===== config.mk =====
export PLATFORM = sky130hd
export DESIGN_NAME = usb_fs_rx_recover
export DESIGN_NICKNAME = d
export VERILOG_FILES = /design/src/rtl/usb_rx_pkg.sv /design/src/rtl/usb_rx_sync.sv /design/src/rtl/usb_rx_phase.sv /design/src/rtl/usb_fs_rx_recover.sv
export SDC_FILE = /design/constraint.sdc
export NUM_CORES = 1
export LEC_CHECK = 0
export BUFFER_PORTS_ARGS = -buffer_cell sky130_fd_sc_hd__buf_2
export CAP_MARGIN = 20
export CORE_AREA = 2 2 42 44
export CTS_CLUSTER_DIAMETER = 120
export DETAILED_ROUTE_END_ITERATION = 6
export DIE_AREA = 0 0 44 46
export GPL_TIMING_DRIVEN = 0
export PLACE_DENSITY = 0.53
export REMOVE_ABC_BUFFERS = 1
export SETUP_SLACK_MARGIN = 0.15
export SYNTH_ARGS = -nofsm -noshare
export SYNTH_HDL_FRONTEND = slang
export SYNTH_SLANG_ARGS = --single-unit

===== constraint.sdc =====
create_clock -name clk -period 2.17 [get_ports clk]
set_clock_uncertainty 0.05 [all_clocks]
set_input_delay 0.217 -clock clk [delete_from_list [all_inputs] [get_ports clk]]
set_output_delay 0.217 -clock clk [all_outputs]
set_load 0.005 [all_outputs]

===== src/rtl/usb_rx_pkg.sv =====
`timescale 1ns/1ps
package usb_rx_pkg;

  typedef logic [1:0] line_t;

  // {dp, dn}
  localparam line_t LINE_SE0 = 2'b00;
  localparam line_t LINE_K   = 2'b01;
  localparam line_t LINE_J   = 2'b10;
  localparam line_t LINE_SE1 = 2'b11;

  localparam int PH_W = 2;                  // log2 of oversampling ratio
  localparam int OSR  = 1 << PH_W;          // clocks per nominal bit
  typedef logic [PH_W-1:0] phase_t;

  localparam phase_t PH_ALIGN  = phase_t'(1);       // phase just after an edge
  localparam phase_t PH_LATE   = phase_t'(1);       // edge one clock late
  localparam phase_t PH_CENTER = phase_t'(OSR / 2); // sampling point
  localparam phase_t PH_FAR    = phase_t'(OSR / 2); // edge half a cell off

  // Next phase given current phase, edge flag and whether a delay was
  // already spent on the current bit. Never moves more than one clock
  // away from the free-running successor.
  function automatic phase_t next_phase(input phase_t p, input logic edge_now,
                                        input logic delay_used);
    phase_t succ;
    succ = p + phase_t'(1);
    if (!edge_now)            return succ;
    if (p == PH_LATE)         return delay_used ? succ : p;
    if (p == PH_FAR)          return p + phase_t'(2);
    return PH_ALIGN;
  endfunction

endpackage


===== src/rtl/usb_rx_sync.sv =====
`timescale 1ns/1ps
module usb_rx_sync #(
  parameter int           STAGES  = 2,
  parameter int           W       = 2,
  parameter logic [W-1:0] RST_VAL = '0
) (
  input  logic         clk,
  input  logic         rst,
  input  logic [W-1:0] d,
  output logic [W-1:0] q
);

  logic [W-1:0] chain [STAGES];

  generate
    for (genvar i = 0; i < STAGES; i++) begin : g_stage
      if (i == 0) begin : g_first
        always_ff @(posedge clk) begin
          if (rst) chain[i] <= RST_VAL;
          else     chain[i] <= d;
        end
      end else begin : g_next
        always_ff @(posedge clk) begin
          if (rst) chain[i] <= RST_VAL;
          else     chain[i] <= chain[i-1];
        end
      end
    end
  endgenerate

  assign q = chain[STAGES-1];

endmodule


===== src/rtl/usb_rx_phase.sv =====
`timescale 1ns/1ps
module usb_rx_phase
  import usb_rx_pkg::*;
(
  input  logic  clk,
  input  logic  rst,
  input  line_t line_now,
  output logic  strobe
);

  localparam int GAP_W   = 4;
  localparam logic [GAP_W-1:0] GAP_MAX = '1;

  line_t  line_prev;
  phase_t ph;
  logic   armed;
  logic   delay_used;
  logic   edge_seen;

  assign edge_seen = (line_now != line_prev);
  assign strobe    = armed && (ph == PH_CENTER);

  always_ff @(posedge clk) begin
    if (rst) begin
      line_prev  <= LINE_J;
      ph         <= '0;
      armed      <= 1'b0;
      delay_used <= 1'b0;
    end else begin
      line_prev <= line_now;
      if (!armed) begin
        if (edge_seen) begin
          ph    <= PH_ALIGN;
          armed <= 1'b1;
        end else begin
          ph <= ph + phase_t'(1);
        end
      end else begin
        ph <= next_phase(ph, edge_seen, delay_used);
        if (edge_seen && ph == PH_LATE && !delay_used) delay_used <= 1'b1;
        else if (strobe)                               delay_used <= 1'b0;
      end
    end
  end

  // Checker state: clocks since last strobe, edges inside the interval.
  logic [GAP_W-1:0] gap;
  logic             seen_one;
  logic             edge_since;

  always_ff @(posedge clk) begin
    if (rst) begin
      gap        <= '0;
      seen_one   <= 1'b0;
      edge_since <= 1'b0;
    end else begin
      if (strobe) begin
        gap        <= GAP_W'(1);
        seen_one   <= 1'b1;
        edge_since <= edge_seen;
      end else begin
        gap <= (gap == GAP_MAX) ? gap : gap + GAP_W'(1);
        if (edge_seen) edge_since <= 1'b1;
      end
    end
  end

  assert_gap_window_R5: assert property (@(posedge clk) disable iff (rst)
    (strobe && seen_one) |-> (gap >= GAP_W'(OSR - 1) && gap <= GAP_W'(OSR + 1)))
    else $error("strobe spacing outside window");

  assert_free_period_R4: assert property (@(posedge clk) disable iff (rst)
    (strobe && seen_one && !edge_since) |-> (gap == GAP_W'(OSR)))
    else $error("free-running period wrong");

endmodule


===== src/rtl/usb_fs_rx_recover.sv =====
`timescale 1ns/1ps
module usb_fs_rx_recover #(
  parameter int SYNC_STAGES = 2
) (
  input  logic       clk,
  input  logic       rst,
  input  logic       dp_in,
  input  logic       dn_in,
  output logic       bit_valid,
  output logic [1:0] line_st
);
  import usb_rx_pkg::*;

  line_t line_now;
  logic  strobe;

  usb_rx_sync #(
    .STAGES (SYNC_STAGES),
    .W      (2),
    .RST_VAL(LINE_J)
  ) sync_i (
    .clk(clk),
    .rst(rst),
    .d  ({dp_in, dn_in}),
    .q  (line_now)
  );

  usb_rx_phase phase_i (
    .clk     (clk),
    .rst     (rst),
    .line_now(line_now),
    .strobe  (strobe)
  );

  // Registered hand-off: no decode glitch reaches the outputs.
  always_ff @(posedge clk) begin
    if (rst) begin
      bit_valid <= 1'b0;
      line_st   <= LINE_J;
    end else begin
      bit_valid <= strobe;
      if (strobe) line_st <= line_now;
    end
  end

  // Checker: has the synchronized line left idle since reset?
  logic moved;
  always_ff @(posedge clk) begin
    if (rst)                    moved <= 1'b0;
    else if (line_now != LINE_J) moved <= 1'b1;
  end

  assert_single_pulse_R8: assert property (@(posedge clk) disable iff (rst)
    bit_valid |=> !bit_valid)
    else $error("bit_valid high on consecutive cycles");

  assert_hold_state_R9: assert property (@(posedge clk) disable iff (rst)
    !bit_valid |-> $stable(line_st))
    else $error("line_st changed without bit_valid");

  assert_quiet_idle_R3: assert property (@(posedge clk) disable iff (rst)
    bit_valid |-> moved)
    else $error("pulse before first line change");

endmodule


==> results.json <==
{
  "crit_family": "simple AND/OR/NAND/NOR gates",
  "dr.pass1.iters": 2,
  "synth-main-ff-cell": "dfxtp_1",
  "seq_area_frac_synth_pct": 47.71,
  "ioPinCount": 7,
  "final_util_pct": 38.37,
  "yosys.area_share.simple_pct": 17.43,
  "start_util_pct": 33.80,
  "track_usage_pct": 8.797,
  "p_int_uw": 353.3,
  "synth_cell_types": 23,
  "power_density_nw_per_um2": 758.7,
  "synth_area_per_cell_um2": 10.49,
  "place_ws_ns": 0.6212,
  "share_comb_of_total_power_pct": 13.4,
  "tightest_slew_ns": 0.2998,
  "fmax_ghz": 0.6459,
  "cts_sinks": 13,
  "ys_ff_latch": 13,
  "area_growth_pct": 13.53,
  "swShare_pct": 24.81,
  "dpl.hpwl_um": 575.2,
  "gp_congestion": 0.6816,
  "yosysMostFrequentCell": "dfxtp_1",
  "route.detailed.drc": 0,
  "leakagePower_nw": 0.2569,
  "synth_area_leader_cell": "dfxtp_1",
  "slew_viol_final": 0,
  "finalCritPeriodShare_pct": 71.35,
  "wl_per_cell_um": 10.19,
  "synth-edff-count": 0,
  "fin_crit_ns": 1.548,
  "finalWirelength_um": 795,
  "ir_worst_vdd_mv": 0.3574,
  "synthAdderAreaFrac_pct": 9.174,
  "port_buffers": 6,
  "grtUsageMet2_pct": 11.76,
  "cts_made_buffers": 3,
  "cts_setup_buffers": 0,
  "die_y_um": 46,
  "netlist_area_um2": 545.5,
  "grt_overflow": 0,
  "critPathMaxFanout": 5,
  "synth_top_area_share_pct": 47.71,
  "drt_iter0_drc": 2,
  "min_path_type": "input pin to register",
  "grt_pass1_vias": 304,
  "crit_type": "register to register",
  "synth-xor-area-share_pct": 5.963,
  "antennaDiodeCount": 0,
  "gr-usage-met3_pct": 2.381,
  "dieArea_um2": 2024,
  "vias_per_cell": 4.500,
  "setup_viol": 0,
  "cts_resized": 0,
  "grt.busiest_layer": "met2",
  "layout-drive-gt1-share_pct": 21.31,
  "cp-start-kind": "register",
  "slew_headroom_pct": 79.95,
  "dpl_cell_area_um2": 593.1,
  "whs_ns": 0.07938,
  "min_from": "dp_in",
  "crit_start": "phase_i.ph[0]",
  "p_clk_share_pct": 30.5,
  "n_fill_cell": 155,
  "status": "completed",
  "synth_compound_area_share_pct": 14.45,
  "critPathCaptureType": "register",
  "row_count": 15,
  "syn_inst": 52,
  "hold_viol_final": 0,
  "cts_buffer_depth": 2,
  "num_vias": 351,
  "post_synth_mux_area_share_pct": 1.835,
  "yosysWarnings": 0,
  "synth_common_cells": "13 x dfxtp_1, 4 x ha_1, 4 x inv_1, 4 x nor2b_1",
  "critPathRequiredTime_ns": 2.29,
  "cts_hold_buf": 0,
  "cts_max_level": 1,
  "rsz0062_at_grt": "false",
  "clk_pin_slew_ns": 0.07,
  "nets": 70,
  "tns_ns": 0,
  "async_reset_ff_share_pct": 0,
  "path_buf_inv": 1,
  "synth_top_family_by_area": "simple AND/OR/NAND/NOR gates",
  "cp_slowest_stage_delay_ns": 0.52,
  "fin_ws_ns": 0.6217,
  "antenna_found_initial": 0,
  "crit_slowest_cell": "or4_1",
  "core_um2": 1614,
  "seqPwrFrac_pct": 56.1,
  "cts-root-buf": "clkbuf_4",
  "switchingPower_uw": 116.6,
  "cts_tree": "done",
  "antenna_left": 0,
  "cp_cell_sequence": "inv_1 > ha_1 > or4_1 > o41ai_1",
  "grt_max_degree": 15,
  "r2r_start": "phase_i.ph[0]",
  "worstSkewPairLatency_ns": 0.27,
  "synth_area_leaders": "dfxtp_1 48%, ha_1 9.2%, xor2_2 6.0%",
  "die_w_um": 44,
  "grtUsageMet1_pct": 11.62,
  "finalInstanceArea_um2": 619.3,
  "worstPathArrival_ns": 1.67,
  "grt_pass1_wl_um": 1255,
  "cap_violations": 0
}
-- metal layers --
layer,vias up,wire length (um)
met5,-,0
met4,0,9
met3,2,24
met2,5,326
met1,149,435
li1,195,-
-- stage by stage --
step                cells  power [mW]
global placement       74      0.3325
CTS                    78      0.4765
global route           78      0.4929
detailed placement     74      0.3329
floorplan              51      0.3142
finish                 78      0.4699
-- power by group through the flow --
stage	registers, mW	logic, mW	clock network (mW)
after floorplan	0.267	0.0471	0
after global placement	0.269	0.0633	0
after detailed placement	0.270	0.0633	0
after CTS	0.264	0.0638	0.149
after global routing	0.266	0.0714	0.155
final	0.264	0.0628	0.143
-- final timing paths --
check	slack (ns)	to	cells past startpoint
setup reg to reg	0.62	phase_i.ph[1]	4
hold / removal	0.08	sync_i.chain[0][1]	2
setup / recovery	0.62	phase_i.ph[1]	4
hold reg to reg	0.36	sync_i.chain[1][1]	1
-- cell families after synthesis --
logic type,count (synthesis)
multiplexers,1
flip-flops,13
buffers and inverters,5
XOR/XNOR,2
AND/OR/NAND/NOR,17
adder cells (fa/ha/maj),4
AO/OA/AOI/OAI,10
-- cell type report --
cell class	instances	area (um2)	share of cell area [%]
Multi-Input combinational cell	34	266.5	43.03
Sequential cell	13	260.3	42.02
Timing Repair Buffer	6	30.03	4.848
Clock buffer	4	26.28	4.242
Tap cell	17	21.27	3.434
Inverter	4	15.01	2.424
-- flip-flops by register name (all words and copies together), names as in the netlist --
| signal | flops |
|---|---|
| bit_valid | 1 |
| line_st | 2 |
| phase_i.armed | 1 |
| phase_i.delay_used | 1 |
| phase_i.line_prev | 2 |
| phase_i.ph | 2 |
| sync_i.chain | 4 |
-- worst register-to-register path: stages, from the launching register on --
cell,delay (ns)
dfxtp_1,0.42
inv_1,0.08
ha_1,0.32
or4_1,0.52
o41ai_1,0.07
-- placed cells by master (no fill, tap or decap) --
| master | netlist | layout |
|---|---|---|
| clkbuf_1 | 1 | 1 |
| nand2b_1 | 1 | 1 |
| ha_1 | 4 | 4 |
| or2_1 | 3 | 3 |
| o21a_2 | 1 | 1 |
| o211ai_1 | 1 | 1 |
| or4_1 | 1 | 1 |
| nor2b_1 | 4 | 4 |
| a211o_1 | 1 | 1 |
| inv_1 | 4 | 4 |
| o41ai_1 | 1 | 1 |
| a21oi_1 | 3 | 3 |
| nor2_1 | 2 | 2 |
| clkbuf_4 | 0 | 3 |
| xor2_2 | 2 | 2 |
| mux2i_1 | 1 | 1 |
| nand2_1 | 3 | 3 |
| a221oi_2 | 1 | 1 |
| o32ai_1 | 1 | 1 |
| a31oi_1 | 1 | 1 |
| buf_2 | 0 | 6 |
| or2b_1 | 1 | 1 |
| and3_1 | 1 | 1 |
| dfxtp_1 | 13 | 13 |
| nand3_1 | 1 | 1 |
(Power assumes the default switching activity.)
